**src/rtl/sgt_pkg.sv**
```systemverilog
package sgt_pkg;
  typedef enum logic [2:0] {
    ST_IDLE, ST_TAKE, ST_SPLIT, ST_MARK, ST_DRAIN, ST_DONE
  } state_e;

  function automatic logic [31:0] bswap32(input logic [31:0] w);
    return {w[7:0], w[15:8], w[23:16], w[31:24]};
  endfunction
endpackage

```
**src/rtl/sgt_chunker.sv**
```systemverilog
module sgt_chunker #(
  parameter int LEN_W = 20
) (
  input  logic [31:0]      addr_i,
  input  logic [LEN_W-1:0] rem_i,
  output logic [LEN_W-1:0] chunk_o,
  output logic             last_o
);
  logic [16:0]      room;
  logic [LEN_W-1:0] room_w;

  // bytes left before the next 64 KiB boundary: 1..65536
  assign room    = 17'h10000 - {1'b0, addr_i[15:0]};
  assign room_w  = LEN_W'(room);
  assign chunk_o = (rem_i < room_w) ? rem_i : room_w;
  assign last_o  = (rem_i == chunk_o);
endmodule

```
**src/rtl/sgt_entry_fmt.sv**
```systemverilog
module sgt_entry_fmt
  import sgt_pkg::*;
(
  input  logic [31:0]  addr_i,
  input  logic [15:0]  len_i,
  input  logic         eol_i,
  output logic [127:0] entry_o
);
  logic [31:0] len_word;

  assign len_word = {eol_i, 15'h0, len_i};
  assign entry_o  = {32'h0, bswap32(addr_i), 32'h0, bswap32(len_word)};
endmodule

```
**src/rtl/sgt_entry_ctr.sv**
```systemverilog
module sgt_entry_ctr #(
  parameter int CAP   = 64,
  parameter int CNT_W = 7
) (
  input  logic             clk_i,
  input  logic             rst_ni,
  input  logic             clr_i,
  input  logic             inc_i,
  output logic [CNT_W-1:0] count_o,
  output logic             full_o
);
  always_ff @(posedge clk_i or negedge rst_ni) begin
    if (!rst_ni)    count_o <= '0;
    else if (clr_i) count_o <= '0;
    else if (inc_i) count_o <= count_o + CNT_W'(1);
  end

  assign full_o = (count_o == CNT_W'(CAP));
endmodule

```
**src/rtl/sgt_table_builder.sv**
```systemverilog
module sgt_table_builder
  import sgt_pkg::*;
#(
  parameter int CAP   = 64,
  parameter int LEN_W = 20,
  localparam int IDX_W = (CAP > 1) ? $clog2(CAP) : 1,
  localparam int CNT_W = $clog2(CAP + 1)
) (
  input  logic             clk_i,
  input  logic             rst_ni,
  input  logic             start_i,
  input  logic             seg_valid_i,
  output logic             seg_ready_o,
  input  logic [31:0]      seg_addr_i,
  input  logic [LEN_W-1:0] seg_len_i,
  input  logic             seg_last_i,
  output logic             tbl_we_o,
  output logic [IDX_W-1:0] tbl_idx_o,
  output logic [127:0]     tbl_wdata_o,
  output logic             done_o,
  output logic [CNT_W-1:0] count_o,
  output logic             overflow_o
);
  state_e           state, state_nx;
  logic [31:0]      cur_addr, last_addr;
  logic [LEN_W-1:0] rem, chunk;
  logic [15:0]      last_len;
  logic             seg_is_last, ovf, chunk_last;
  logic [CNT_W-1:0] count;
  logic             full, ctr_clr, ctr_inc;
  logic             take, emit;

  sgt_chunker #(.LEN_W(LEN_W)) i_chunker (
    .addr_i (cur_addr),
    .rem_i  (rem),
    .chunk_o(chunk),
    .last_o (chunk_last)
  );

  sgt_entry_ctr #(.CAP(CAP), .CNT_W(CNT_W)) i_ctr (
    .clk_i  (clk_i),
    .rst_ni (rst_ni),
    .clr_i  (ctr_clr),
    .inc_i  (ctr_inc),
    .count_o(count),
    .full_o (full)
  );

  logic        mark;
  logic [31:0] fmt_addr;
  logic [15:0] fmt_len;

  assign mark     = (state == ST_MARK);
  assign fmt_addr = mark ? last_addr : cur_addr;
  assign fmt_len  = mark ? last_len : chunk[15:0];

  sgt_entry_fmt i_fmt (
    .addr_i (fmt_addr),
    .len_i  (fmt_len),
    .eol_i  (mark),
    .entry_o(tbl_wdata_o)
  );

  assign seg_ready_o = (state == ST_TAKE) || (state == ST_DRAIN);
  assign take        = seg_ready_o && seg_valid_i;
  assign emit        = (state == ST_SPLIT) && !full;
  assign ctr_clr     = (state == ST_IDLE) && start_i;
  assign ctr_inc     = emit;
  assign tbl_we_o    = emit || mark;
  assign tbl_idx_o   = IDX_W'(mark ? count - CNT_W'(1) : count);
  assign done_o      = (state == ST_DONE);
  assign overflow_o  = done_o && ovf;
  assign count_o     = (done_o && !ovf) ? count : '0;

  always_comb begin
    state_nx = state;
    unique case (state)
      ST_IDLE:  if (start_i) state_nx = ST_TAKE;
      ST_TAKE:
        if (seg_valid_i) begin
          if (seg_len_i != '0)  state_nx = ST_SPLIT;
          else if (!seg_last_i) state_nx = ST_DRAIN;
          else                  state_nx = (count != '0) ? ST_MARK : ST_DONE;
        end
      ST_SPLIT:
        if (full)            state_nx = seg_is_last ? ST_DONE : ST_DRAIN;
        else if (chunk_last) state_nx = seg_is_last ? ST_MARK : ST_TAKE;
      ST_MARK:  state_nx = ST_DONE;
      ST_DRAIN:
        if (seg_valid_i && seg_last_i)
          state_nx = (!ovf && count != '0) ? ST_MARK : ST_DONE;
      ST_DONE:  state_nx = ST_IDLE;
      default:  state_nx = ST_IDLE;
    endcase
  end

  always_ff @(posedge clk_i or negedge rst_ni) begin
    if (!rst_ni) begin
      state       <= ST_IDLE;
      cur_addr    <= '0;
      rem         <= '0;
      seg_is_last <= 1'b0;
      ovf         <= 1'b0;
      last_addr   <= '0;
      last_len    <= '0;
    end else begin
      state <= state_nx;
      if (ctr_clr) ovf <= 1'b0;
      if (state == ST_TAKE && take && seg_len_i != '0) begin
        cur_addr    <= seg_addr_i;
        rem         <= seg_len_i;
        seg_is_last <= seg_last_i;
      end
      if (state == ST_SPLIT && full) ovf <= 1'b1;
      if (emit) begin
        cur_addr  <= cur_addr + 32'(chunk);
        rem       <= rem - chunk;
        last_addr <= cur_addr;
        last_len  <= chunk[15:0];
      end
    end
  end

  AST_CHUNK_BOUND: assert property (@(posedge clk_i) disable iff (!rst_ni)
    emit |-> (chunk != '0) && (chunk <= rem) &&
             (({2'b0, cur_addr[15:0]} + 18'(chunk)) <= 18'h10000));
  AST_EOL_THEN_DONE: assert property (@(posedge clk_i) disable iff (!rst_ni)
    (tbl_we_o && tbl_wdata_o[7]) |=> done_o);
  AST_IDX_ADVANCE: assert property (@(posedge clk_i) disable iff (!rst_ni)
    (emit && $past(emit)) |-> tbl_idx_o == IDX_W'($past(tbl_idx_o) + IDX_W'(1)));
  AST_OVF_NO_EOL: assert property (@(posedge clk_i) disable iff (!rst_ni)
    overflow_o |-> !$past(tbl_we_o && tbl_wdata_o[7]));
  AST_DONE_PULSE: assert property (@(posedge clk_i) disable iff (!rst_ni)
    done_o |=> !done_o);
endmodule

```
**config.mk**
```make
export PLATFORM = sky130hd
export DESIGN_NAME = sgt_table_builder
export DESIGN_NICKNAME = d
export VERILOG_FILES = /design/src/rtl/sgt_pkg.sv /design/src/rtl/sgt_chunker.sv /design/src/rtl/sgt_entry_fmt.sv /design/src/rtl/sgt_entry_ctr.sv /design/src/rtl/sgt_table_builder.sv
export SDC_FILE = /design/constraint.sdc
export NUM_CORES = 1
export LEC_CHECK = 0
export BUFFER_PORTS_ARGS = -buffer_cell sky130_fd_sc_hd__buf_4
export CORE_ASPECT_RATIO = 2
export CORE_MARGIN = 4
export CORE_UTILIZATION = 41
export DETAILED_ROUTE_END_ITERATION = 10
export GPL_ROUTABILITY_DRIVEN = 0
export PLACE_DENSITY = 0.65
export SYNTH_ARGS = -nofsm -noshare
export SYNTH_HDL_FRONTEND = slang
export SYNTH_SLANG_ARGS = --single-unit
```
**constraint.sdc**
```tcl
create_clock -name clk_i -period 5.4 [get_ports clk_i]
set_input_delay 1.08 -clock clk_i [delete_from_list [all_inputs] [get_ports clk_i]]
set_output_delay 1.08 -clock clk_i [all_outputs]
set_load 0.01 [all_outputs]
```
Word-level counts from Yosys, hierarchy flattened
Cells that the tools add are included.

$mul: 0. Reduce and logical (&&, ||, !) cells: 21. Divide/modulo/power cells: 0. Bitwise operators: 0. Shifts and indexed selects: 0. Magnitude comparators: 1. Add/subtract/negate cells: 5. Multiplexer cells: 25. Eq/ne operators: 11.

Operators with widths (count): $mux W32 (3); $mux W20 (3); $add A32 B20 Y32 (1); $mux W3 (9); $mux W7 (3); $eq A20 B20 Y1 (1); $lt A20 B17 Y1 (1); $reduce_bool A20 Y1 (1); $sub A20 B20 Y20 (1); $sub A17 B16 Y17 const A (1); $mux W16 (1); $pmux W3 S5 (1); $logic_and A1 B1 Y1 (10); $add A7 B1 Y7 const B (1); $eq A7 B7 Y1 const B (1); $reduce_bool A7 Y1 (1); $eq A3 B2 Y1 const B (2); $eq A3 B3 Y1 const B (2); $mux W6 (1); $reduce_bool A2 Y1 (3); $sub A6 B1 Y6 const B (1); $ne A2 B2 Y1 const B (2); $reduce_and A4 Y1 (1); $eq A3 B1 Y1 const B (1); 7 further kinds (11).

Word-level logic and storage cells: 71. Output and inout port bits: 145. ROM bits: 0. RAM bits: 0. Bits in registers: 112. Bits in latches: 0. Input bits: 57. Memories kept: 0.

Longest topological paths before layout
Depth in word-level cells: 7. Gate-level depth with buffers: 25. Gate-level depth less buffers: 23.

Hierarchy
From an unflattened synthesis, not the netlist that was laid out.

Cell total of the unflattened synthesis: 1287. Area, all modules: 10112.2 um2.

By module, submodules not included: sgt_table_builder (sequential area each 2627.5 um2, area each 7452.1 um2, cells an instance 957, instances 1); sgt_chunker (sequential area each 0.0 um2, area each 1335.0 um2, cells an instance 165, instances 1); sgt_entry_fmt (sequential area each 0.0 um2, area each 964.7 um2, cells an instance 129, instances 1); sgt_entry_ctr (sequential area each 175.2 um2, area each 360.3 um2, cells an instance 36, instances 1).

Worst setup path before layout
OpenSTA, ideal clock, no wires.

Path kind: reg2reg. From: register cur_addr[6]. To: register cur_addr[26]. Clock period less this slack: 5.351 ns. Required time: 5.306 ns. Stages on the path, launching flop included: 26. Slack: 0.049 ns. Data arrival time: 5.257 ns. Buffers on the path: 2. Library setup time: 0.094 ns. Cells stage by stage: dfrtp_1 -> clkbuf_2 -> nor3_1 -> nand3_1 -> or4_4 -> nor2_1 -> xor2_1 -> ha_1 -> a21o_1 -> a21oi_1 -> o211ai_1 -> a211oi_2 -> a21oi_2 -> buf_6 -> mux2i_1 -> inv_1 -> ha_1 -> inv_1 -> fa_1 -> nand2b_1 -> a211o_1 -> a31oi_1 -> o22ai_2 -> o221ai_2 -> a311oi_1 -> a211oi_1.

Longest elaborated chain between the ends: 5.

RTL lines: from (decl) (RTL line sgt_table_builder.sv:25) `logic [31:0] cur_addr, last_addr;`; from (signal assigned) (RTL line sgt_table_builder.sv:110) `cur_addr <= seg_addr_i;`; from (signal assigned) (RTL line sgt_table_builder.sv:116) `cur_addr <= cur_addr + 32'(chunk);`; $sub A17 B16 Y17 (RTL line sgt_chunker.sv:13) `assign room = 17'h10000 - {1'b0, addr_i[15:0]};`; $lt A20 B17 Y1 (RTL line sgt_chunker.sv:15) `assign chunk_o = (rem_i < room_w) ? rem_i : room_w;`; $mux W20 (RTL line sgt_chunker.sv:15); named net chunk[0] (RTL line sgt_table_builder.sv:26) `logic [LEN_W-1:0] rem, chunk;`; $add A32 B20 Y32 (RTL line sgt_table_builder.sv:116); $mux W32 (RTL line sgt_table_builder.sv:115) `if (emit) begin`.

The timed path passes the listed nets, and every way through them passes these cells. A chain may end at the register's enable or synchronous reset.

Worst setup path in the final report
From: register cur_addr[2]. To: register cur_addr[26].

Same word-level chain as after synthesis.

==> flow_summary.toml <==
[clock_tree]
clock_sinks = 112
cts.root.buffer_cell = "clkbuf_16"
insertion_delay_ns = 0.37
clkTransAtPathRegs_ns = 0.07
htree_levels = 3
cts_max_path_buffers = 2
cts_buffers = 9
cts_tree = "done"

[timing]
setup_viol = 0
finalClockSkew_ns = 0.00774
fin_crit_sh_pct = 99.7
worst_pin_slew_ns = 0.909
drv_slew = 0
fmax_mhz = 186
layout_setup_ws_ns = 0.0185
relSlewSlack_pct = 38.9
rsz0062_at_grt = "true"
min_period_ns = 5.38
hold_viol_final = 0

[die]
core_area_mm2 = 0.0221
boundaryPins = 202
fp.dieH_um = 220
start_util_pct = 41.7
die_area_mm2 = 0.0250
die_x_um = 114
rows = 77

[critical_path]
crit_required_ns = 5.68
cp-start-kind = "flop"
worstPathArrival_ns = 5.66
critPathKind = "reg -> reg"
cp_max_fo = 7
r2r_slack_ns = 0.02
critPathTopFamily = "compound AO/OA/AOI/OAI gates"
end_kind = "flop"
crit_path_cell_trace = "nor4_4 > nand3_1 > or4_4 > nor2_4 > xor2_2 > ha_1 > a21o_1 > a21oi_2 > o211ai_1 > a211oi_2 > a21oi_4 > mux2i_2 > inv_1 > ha_2 > inv_2 > fa_2 > nand2b_4 > a211o_1 > a31oi_4 > o22ai_4 > o221ai_2 > buf_6 > a311oi_1 > a211oi_1"
crit_buf_inv = 3
critPathSlowestCell = "or4_4"
slowest_delay_ns = 0.61

[route]
viasPerCell = 5.48
wl_per_cell_um = 17.2
drc = 0
wirelength_um = 28000
drt_first_pass_iters = 5
vias = 8940
drtIter0Drc = 460
ant_nets = 0

[synth]
avgSynthCellArea_um2 = 7.59
ys_types = 73
ys_ff_latch = 112
synth_area_leader_cell = "dfrtp_1"
yosysWarnings = 0
syn-cell-area_mm2 = 0.00919
ys_top_cells_by_area = "dfrtp_1, nand2_1, ha_1, buf_4, a21oi_1"
synth_edf_count = 0
synth_top_cell_area_share_pct = 30.5
synth.yosys.seq_area_share_pct = 30.5
syn_inst = 1211
async_flop_share_pct = 100
yosysMostFrequentCell = "nand2_1"
synth_top_flop_cell = "dfrtp_1"
synth_common_cells = "nand2_1, dfrtp_1, nor2_1"

[finish]
fin_nets = 1469
fin_area_mm2 = 0.0115
drive_above_1_share_pct = 24.5
utilization_pct = 52.0
area_delta_synth_final_pct = 24.7
diodes = 0

[status]
outcome = "finished clean"

[pwr]
leakagePower_nw = 5.50
p_per_area_mw_per_mm2 = 819
peakVddDrop_mv = 0.407

[global_routing]
grt_pass1_wl_um = 42800
grt_max_degree = 61
antenna_found_initial = 0
grt_pass1_vias = 8459
globalRouteTotalUtil_pct = 21.5
overflow = 0

[placed_design]
hpwl_um = 20700
place_ws_ns = -0.303
place_area_mm2 = 0.0103
portBuffers = 122

[hold_path]
hold_class = "reg -> reg"

[job]
drv_cap = 0
## flip-flops by register name, indices dropped and copies added, names as in the netlist
| name | flops |
|---|---|
| cur_addr | 32 |
| last_addr | 32 |
| rem | 20 |
| last_len | 16 |
| i_ctr.count_o | 7 |
| state | 3 |
| ovf | 1 |
| seg_is_last | 1 |
## final timing paths
check,from,to,cells after the start
max,cur_addr[2]$_DFFE_PN0P_,cur_addr[26]$_DFFE_PN0P_,24
min reg2reg,last_addr[30]$_DFFE_PN0P_,last_addr[30]$_DFFE_PN0P_,2
max reg2reg,cur_addr[2]$_DFFE_PN0P_,cur_addr[26]$_DFFE_PN0P_,24
min,last_addr[30]$_DFFE_PN0P_,last_addr[30]$_DFFE_PN0P_,2
max in group asynchronous,rst_ni,last_addr[5]$_DFFE_PN0P_,2
min in group asynchronous,rst_ni,rem[4]$_DFFE_PN0P_,1
## power breakdown
group | switching (W) | internal, W | total (W)
clock network | 0.000319 | 0.000379 | 0.000699
registers | 0.000434 | 0.00124 | 0.00168
logic | 0.00383 | 0.00319 | 0.00702
## cells by family after synthesis
group                    count (synthesis)  share of synthesized area, %
other                                    1                        0.0408
AND/OR/NAND/NOR                        510                          23.9
XOR/XNOR                                47                          4.48
flip-flops                             112                          30.5
buffers and inverters                  197                          11.5
adder cells (fa/ha/maj)                 59                          8.19
multiplexers                            27                          3.43
AO/OA/AOI/OAI                          258                          18.0
## tightest hold or removal path, delay by kind of cell, from the launching register on
family | cells | cell delay (ns)
and+or+nand+nor | 2 | 0.10
DFF | 1 | 0.34
## stage by stage
| step | total power, W | std cells | hold WS [ns] | TNS [ns] |
|---|---|---|---|---|
| after floorplan | 0.00559 | 1292 | 0.446 | 0 |
| after global placement | 0.00744 | 1600 | 0.457 | -0.236 |
| after detailed placement | 0.00754 | 1600 | 0.462 | -2.82 |
| after CTS | 0.00834 | 1616 | 0.480 | -0.000518 |
| after global routing | 0.0102 | 1632 | 0.499 | -2.74 |
| final | 0.00940 | 1632 | 0.476 | 0 |
## layer usage
metal | part of all wire (%) | track usage, % | wire, um
met1 | 36 | 23.2 | 10200
met2 | 54 | 40.5 | 15200
met3 | 4.5 | 2.50 | 1270
met4 | 4.7 | 10.9 | 1310
met5 | 0 | 0 | 0
## placed cells by master (no fill, tap or decap), types with 6 or more instances in the layout
cell type  synthesis  routed
nand2_1          299     294
buf_4             81     182
dfrtp_1          112     112
nor2_1            93      89
conb_1             1      82
a21oi_1           78      66
inv_1             57      51
o21ai_0           55      47
ha_1              57      39
xnor2_1           30      30
nand3_1           23      21
a31oi_1           24      20
nor3_1            19      17
a21o_1            17      17
xor2_1            17      16
ha_4               0      14
and3_1            14      13
mux2_4             7      12
mux2i_1           12      11
nor4_1            12      10
nand4_1            9       9
clkbuf_16          0       9
or3_1              8       8
a211oi_2           2       8
a211oi_1          15       8
a21oi_2            1       7
buf_6              1       7
inv_2              1       6
a21oi_4            0       6
nand2b_1           8       6
## layout make-up
type / count / area, um^2
multi-input cells: 983 / 6360
inverters: 58 / 220
fillers: 2063 / 10600
repair buffers: 189 / 1450
clock buffers: 11 / 253
flip-flops and latches: 112 / 2800
well taps: 276 / 345
clock inverters: 3 / 42.5
## timing repair
item	in CTS	in global routing
gates resized for setup	10	139
setup endpoints to repair	28	48
hold buffers	0	0
pin swaps	2	38
endpoints found under the hold margin	0	0
setup buffers	2	16
No activity file was read; power rests on OpenSTA's default activity.
